[src/rtl/sd_rd_pkg.sv]
package sd_rd_pkg;

    // Receiver sequencing states
    typedef enum logic [2:0] {
        ST_IDLE = 3'd0,
        ST_WAIT = 3'd1,   // counting the start-bit window
        ST_DATA = 3'd2,   // data bits of the block
        ST_CRC  = 3'd3,   // sixteen check bits
        ST_END  = 3'd4,   // end bit
        ST_TAIL = 3'd5    // ticks after a stop command
    } rx_state_e;

    localparam int CRC_BITS = 16;

endpackage

[src/rtl/sd_rx_crc16.sv]
// One serial step of a 16-bit CRC, MSB-first, no reflection.
module sd_rx_crc16 #(
    parameter logic [15:0] POLY = 16'h1021
) (
    input  logic [15:0] crc_i,
    input  logic        bit_i,
    output logic [15:0] crc_o
);
    logic feedback;

    always_comb begin
        feedback = crc_i[15] ^ bit_i;
        crc_o    = {crc_i[14:0], 1'b0} ^ (feedback ? POLY : 16'h0000);
    end
endmodule

[src/rtl/sd_rx_bitpos.sv]
// Decodes the bit position inside a data block.
module sd_rx_bitpos #(
    parameter int DATA_BITS = 4096,
    parameter int POS_W     = 12
) (
    input  logic [POS_W-1:0] pos_i,
    output logic             byte_end_o,   // this tick carries bit 0 of a byte
    output logic             final_byte_o, // inside the last byte of the block
    output logic             data_end_o    // this tick carries the last data bit
);
    localparam logic [POS_W-1:0] LAST_POS  = POS_W'(DATA_BITS - 1);
    localparam logic [POS_W-1:0] FINAL_POS = POS_W'(DATA_BITS - 8);

    always_comb begin
        byte_end_o   = &pos_i[2:0];
        final_byte_o = (pos_i >= FINAL_POS);
        data_end_o   = (pos_i == LAST_POS);
    end
endmodule

[src/rtl/sd_rd_block_rx.sv]
module sd_rd_block_rx
    import sd_rd_pkg::*;
#(
    parameter int          BLOCK_BYTES = 512,
    parameter int          NAC_W       = 16,
    parameter int          TAIL_TICKS  = 2,
    parameter logic [15:0] CRC_POLY    = 16'h1021
) (
    input  logic             clk_i,
    input  logic             rst_ni,
    input  logic             rd_start_i,
    input  logic             multi_i,
    input  logic             stop_end_i,
    input  logic             bus_en_i,
    input  logic             dat_i,
    input  logic [NAC_W-1:0] nac_max_i,
    output logic [7:0]       byte_o,
    output logic             byte_valid_o,
    output logic             byte_last_o,
    output logic             crc_err_o,
    output logic             end_err_o,
    output logic             timeout_o
);
    localparam int DATA_BITS = BLOCK_BYTES * 8;
    localparam int BIT_W     = $clog2(DATA_BITS);
    localparam int POS_W     = (BIT_W < 5) ? 5 : BIT_W;
    localparam logic [POS_W-1:0] CRC_LAST  = POS_W'(CRC_BITS - 1);
    localparam logic [POS_W-1:0] TAIL_LAST = POS_W'(TAIL_TICKS - 1);

    typedef struct packed {
        rx_state_e        st;
        logic [NAC_W-1:0] wait_cnt;
        logic [POS_W-1:0] pos;      // data bit, CRC bit or tail tick index
        logic [15:0]      crc;
        logic [7:0]       shreg;
        logic [7:0]       hold;     // final byte, withheld until the end bit
        logic [7:0]       dout;
        logic             vld;
        logic             lst;
        logic             cerr;
        logic             eerr;
        logic             tmo;
    } rx_regs_t;

    rx_regs_t   q, d;
    logic [15:0] crc_next;
    logic [7:0]  sh_next;
    logic        byte_end, final_byte, data_end;

    sd_rx_crc16 #(.POLY(CRC_POLY)) i_crc (
        .crc_i (q.crc),
        .bit_i (dat_i),
        .crc_o (crc_next)
    );

    sd_rx_bitpos #(.DATA_BITS(DATA_BITS), .POS_W(POS_W)) i_bitpos (
        .pos_i        (q.pos),
        .byte_end_o   (byte_end),
        .final_byte_o (final_byte),
        .data_end_o   (data_end)
    );

    assign sh_next = {q.shreg[6:0], dat_i};

    always_comb begin
        d      = q;
        d.vld  = 1'b0;
        d.lst  = 1'b0;
        d.cerr = 1'b0;
        d.eerr = 1'b0;
        d.tmo  = 1'b0;

        if (stop_end_i && (q.st != ST_IDLE) && (q.st != ST_TAIL)) begin
            // a block in progress is abandoned: its final byte never leaves
            d.st  = ST_TAIL;
            d.pos = '0;
        end else begin
            unique case (q.st)
                ST_IDLE: begin
                    if (rd_start_i) begin
                        d.st       = ST_WAIT;
                        d.wait_cnt = '0;
                    end
                end
                ST_WAIT: begin
                    if (bus_en_i) begin
                        if (!dat_i) begin
                            d.st  = ST_DATA;
                            d.pos = '0;
                            d.crc = '0;
                        end else if (q.wait_cnt == nac_max_i - 1'b1) begin
                            d.tmo = 1'b1;
                            d.st  = ST_IDLE;
                        end else begin
                            d.wait_cnt = q.wait_cnt + 1'b1;
                        end
                    end
                end
                ST_DATA: begin
                    if (bus_en_i) begin
                        d.shreg = sh_next;
                        d.crc   = crc_next;
                        d.pos   = q.pos + 1'b1;
                        if (byte_end) begin
                            if (final_byte) begin
                                d.hold = sh_next;
                            end else begin
                                d.dout = sh_next;
                                d.vld  = 1'b1;
                            end
                        end
                        if (data_end) begin
                            d.st  = ST_CRC;
                            d.pos = '0;
                        end
                    end
                end
                ST_CRC: begin
                    if (bus_en_i) begin
                        // running the check bits through leaves zero when intact
                        d.crc = crc_next;
                        d.pos = q.pos + 1'b1;
                        if (q.pos == CRC_LAST) d.st = ST_END;
                    end
                end
                ST_END: begin
                    if (bus_en_i) begin
                        d.dout = q.hold;
                        d.vld  = 1'b1;
                        d.lst  = 1'b1;
                        d.cerr = (q.crc != '0);
                        d.eerr = !dat_i;
                        if (multi_i) begin
                            d.st       = ST_WAIT;
                            d.wait_cnt = '0;
                        end else begin
                            d.st = ST_IDLE;
                        end
                    end
                end
                ST_TAIL: begin
                    if (bus_en_i) begin
                        if (q.pos == TAIL_LAST) d.st  = ST_IDLE;
                        else                    d.pos = q.pos + 1'b1;
                    end
                end
                default: d.st = ST_IDLE;
            endcase
        end
    end

    always_ff @(posedge clk_i or negedge rst_ni) begin
        if (!rst_ni) q <= '0;
        else         q <= d;
    end

    assign byte_o       = q.dout;
    assign byte_valid_o = q.vld;
    assign byte_last_o  = q.lst;
    assign crc_err_o    = q.cerr;
    assign end_err_o    = q.eerr;
    assign timeout_o    = q.tmo;

endmodule

[config.mk]
export PLATFORM = sky130hd
export DESIGN_NAME = sd_rd_block_rx
export DESIGN_NICKNAME = d
export VERILOG_FILES = /design/src/rtl/sd_rd_pkg.sv /design/src/rtl/sd_rx_crc16.sv /design/src/rtl/sd_rx_bitpos.sv /design/src/rtl/sd_rd_block_rx.sv
export SDC_FILE = /design/constraint.sdc
export NUM_CORES = 1
export LEC_CHECK = 0
export BUFFER_PORTS_ARGS = -buffer_cell sky130_fd_sc_hd__buf_2
export CORE_MARGIN = 5
export CORE_UTILIZATION = 30
export CTS_BUF_LIST = sky130_fd_sc_hd__clkbuf_8 sky130_fd_sc_hd__clkbuf_16
export CTS_CLUSTER_SIZE = 8
export DETAILED_ROUTE_END_ITERATION = 6
export PLACE_DENSITY = 0.49
export SLEW_MARGIN = 20
export SYNTH_ARGS = -nofsm -noshare
export SYNTH_HDL_FRONTEND = slang
export SYNTH_HIERARCHICAL = 1
export SYNTH_SLANG_ARGS = --single-unit
[constraint.sdc]
create_clock -name clk_i -period 2.5 [get_ports clk_i]
set_input_delay 0.5 -clock clk_i [delete_from_list [all_inputs] [get_ports clk_i]]
set_output_delay 0.5 -clock clk_i [all_outputs]
set_load 0.01 [all_outputs]
==> metrics <==
status=complete, but fails checks; failing checks=negative setup slack; Row Count=44; type of element capturing the critical path=register; register bit count reported by yosys=75; Post-Syn Area=4510 µm²; Die X=133 µm; total chip power=4.11 mW; Setup Crit Path Kind=in -> reg; Rel. slew slack=53.8%; Critical-path top delay cell=or4b_4; post-synthesis async set-or-reset flop share=100%; ant diodes=0; pwr dens=737 nW/µm²; worst vdd ir=0.000467 V; wirelength, routed=11200 µm; Clk Latency, worst-skew pair=340 ps; die height=133 µm; first-pass GRT wire length=19100 µm; area grow syn2layout=23.5%; syn avg cell area=8.83 µm²; DRT iter0 DRCs=232; complex-gate fraction of the synthesized area=17.4%; # port buffers=35; Placement Setup Slack=-778 ps; Most used DFF post-synth=dfrtp_1; hold crit path type=in -> async; register area share after synthesis=41.6%; CTS Sinks=75; # DRC=0; number of CTS-inserted buffers=9; via count=3847; worst setup path endpoint=q[69]$_DFFE_PN0P_; HPWL Detailed=8070 µm; Post-Syn Nets=538; Clock Path Buffers=2; RSZ-0062 raised after global routing=true; Final GP Congestion=0.829; Synthesis Warnings=6; Fin. Hold Viols=0; clock skew=6.31 ps; Seq. cell area=1880 µm²; Placement Cell Area=5110 µm²; multiplexer area fraction after synthesis=3.74%; Post-Syn Instances=511; max_cap viols=0; Critical Path Max Stage Delay=470 ps; routed len/inst=14.7 µm; Crit path required time=2770 ps; Tcrit/Tclk final=114%; share of layout cells above drive strength 1=27.8%; minimum clock period=2850 ps; Ports=36; Fmax=351 MHz; Worst R2R Start=q[63]$_DFFE_PN0P_; filler cell count=1514; clock-pin slew on the worst setup and hold paths=60 ps; Fin Hold WS=107 ps; die area=17600 µm²; Worst Path Arrival=3110 ps; Multi-input gate area=2450 µm²; number of flops mapped to enable cells by yosys=0; Starting Density=30.8%; CP cell instances=buf_12, inv_12, ha_4, or4b_4, or3_4, a2111oi_4, o2111ai_2, nor4_2, buf_4, a21o_4, o31ai_1, a21oi_2; Final WS setup=-345 ps; crit-path max FO=6; via/cell ratio=5.06; Root Buffer=clkbuf_16; nets@finish=598; reg-to-reg slack, setup=-30 ps; max-slew violation count=0; grt total ovfl=0; post-route antenna net violation count=0; area share of fa/ha/maj cells after synthesis=1.11%; Leak Pwr=2.42 nW; worst flop-to-flop path endpoint=q[69]$_DFFE_PN0P_; vias in the first global route=3841; Post-Layout Inst Area=5580 µm²; worst-margin pin slew=690 ps; initial antenna violation count=0; Distinct cells, synth=62; CP startpoint=nac_max_i[1]; GRT Util Overall=13.1%; Core Area=14600 µm²; simple-gate share of the synthesized area=23.9%; setup TNS=-5320 ps; Post-Synth XOR/XNOR Area=5.13%; CTS tree=yes; DRT Pass-1 Iters=4; pin count of the biggest net entering global routing=45; setup violators final=18; largest family of logic cells by synthesized area=simple AND/OR/NAND/NOR gates; H-tree depth=3; R2R cell count=9; Startpoint Class=primary input
sequential cells by signal, indices dropped and copies added, names as in the netlist:
register / flops
end_err_o: 1
byte_last_o: 1
byte_o: 8
q: 62
byte_valid_o: 1
crc_err_o: 1
timeout_o: 1
placed cells by master, fill, tap and decap left out, types with 7 or more instances in the layout:
cell	Yosys	final
mux2_2	15	15
nand4_1	7	7
a22oi_1	8	8
nor4_1	12	12
xnor2_1	16	16
nand3_1	17	15
clkbuf_16	0	9
nor2_1	36	35
o21ai_0	60	54
a21oi_1	11	9
nand2_1	76	75
inv_1	13	12
dfrtp_1	75	75
and3_1	9	9
buf_2	3	32
buf_4	22	57
what timing repair did:
action | 4_1_cts | 5_1_grt
hold buffers | 0 | 0
pin swaps | 16 | 20
setup endpoints to repair | 18 | 18
cloned | 2 | 0
buffers inserted | 1 | 2
gates resized for setup | 12 | 22
final cells by class:
| class | instances | share of cell area, % |
|---|---|---|
| Multi-Input combinational cell | 378 | 43.9 |
| Tap cell | 184 | 4.13 |
| Timing Repair Buffer | 94 | 11.9 |
| Sequential cell | 75 | 33.7 |
| Inverter | 13 | 1.14 |
| Clock inverter | 7 | 1.23 |
| Clock buffer | 9 | 4.04 |
metrics by stage:
step	utilization [%]	cells
6_report	38.1	760
5_1_grt	38.1	760
4_1_cts	37.3	759
3_5_place_dp	34.9	740
3_3_place_gp	34.9	740
2_1_floorplan	-	511
routing by layer:
layer	share of wire (%)	GRT usage (%)	vias to the layer above
li1	-	-	1954
met1	48	17.3	1835
met2	47	20.6	49
met3	4.1	4.44	9
met4	0.97	3.35	0
met5	0	0	-
power breakdown:
group,internal [mW],total [mW],switching (mW)
registers,1.30,1.40,0.101
clock network,0.770,1.29,0.520
logic,0.537,1.42,0.882
total,2.61,4.11,1.50
how the worst min path moves through the flow:
| stage | start | endpoint | cells past startpoint |
|---|---|---|---|
| detailed placement | byte_o[2]$_DFFE_PN0P_ | byte_o[2]$_DFFE_PN0P_ | 2 |
| finish | rst_ni | q[38]$_DFFE_PN0P_ | 1 |
| global placement | byte_o[2]$_DFFE_PN0P_ | byte_o[2]$_DFFE_PN0P_ | 2 |
| global route | rst_ni | q[38]$_DFFE_PN0P_ | 1 |
| CTS | rst_ni | q[38]$_DFFE_PN0P_ | 1 |
| floorplan | rst_ni | byte_last_o$_DFF_PN0_ | 0 |
synth_stat cells, drive strengths merged (3+ instances only):
cell	count	share of area (%)
clkbuf	19	1.6
xor2	5	0.97
nor4	13	1.9
xnor2	16	3.1
or4	9	1.6
nor3	8	1.0
nor2b	3	0.42
a22oi	8	1.3
o22ai	3	0.42
or2	3	0.42
nand3b	3	0.50
o31ai	7	1.3
nand4	7	0.97
buf	27	4.5
o21ai	62	6.9
mux2	15	3.7
nor4b	3	0.58
o2111ai	3	0.58
o211ai	7	1.3
nand2	76	6.3
nor2	36	3.0
and3	9	1.2
a21o	4	0.83
and4	3	0.58
or3	8	1.1
nand2b	5	0.69
ha	4	1.1
dfrtp	75	42
a211oi	4	0.67
a21oi	11	1.2
nand3	18	2.1
inv	13	1.1
cells by family (layout without fill, tap and decap cells):
family	after synthesis	count (layout)
mux	15	15
compound gates	124	125
buf+inv	59	123
fa+ha+maj	4	4
xor+xnor	23	23
simple gates	211	211
flops	75	75
critical path, delay by kind of cell:
family | cells | cell delay (ps)
AO/OA/AOI/OAI | 5 | 900
AND/OR/NAND/NOR | 3 | 1220
adder cells (fa/ha/maj) | 1 | 110
buffers and inverters | 3 | 370
Power figures use the tool's default switching activity.
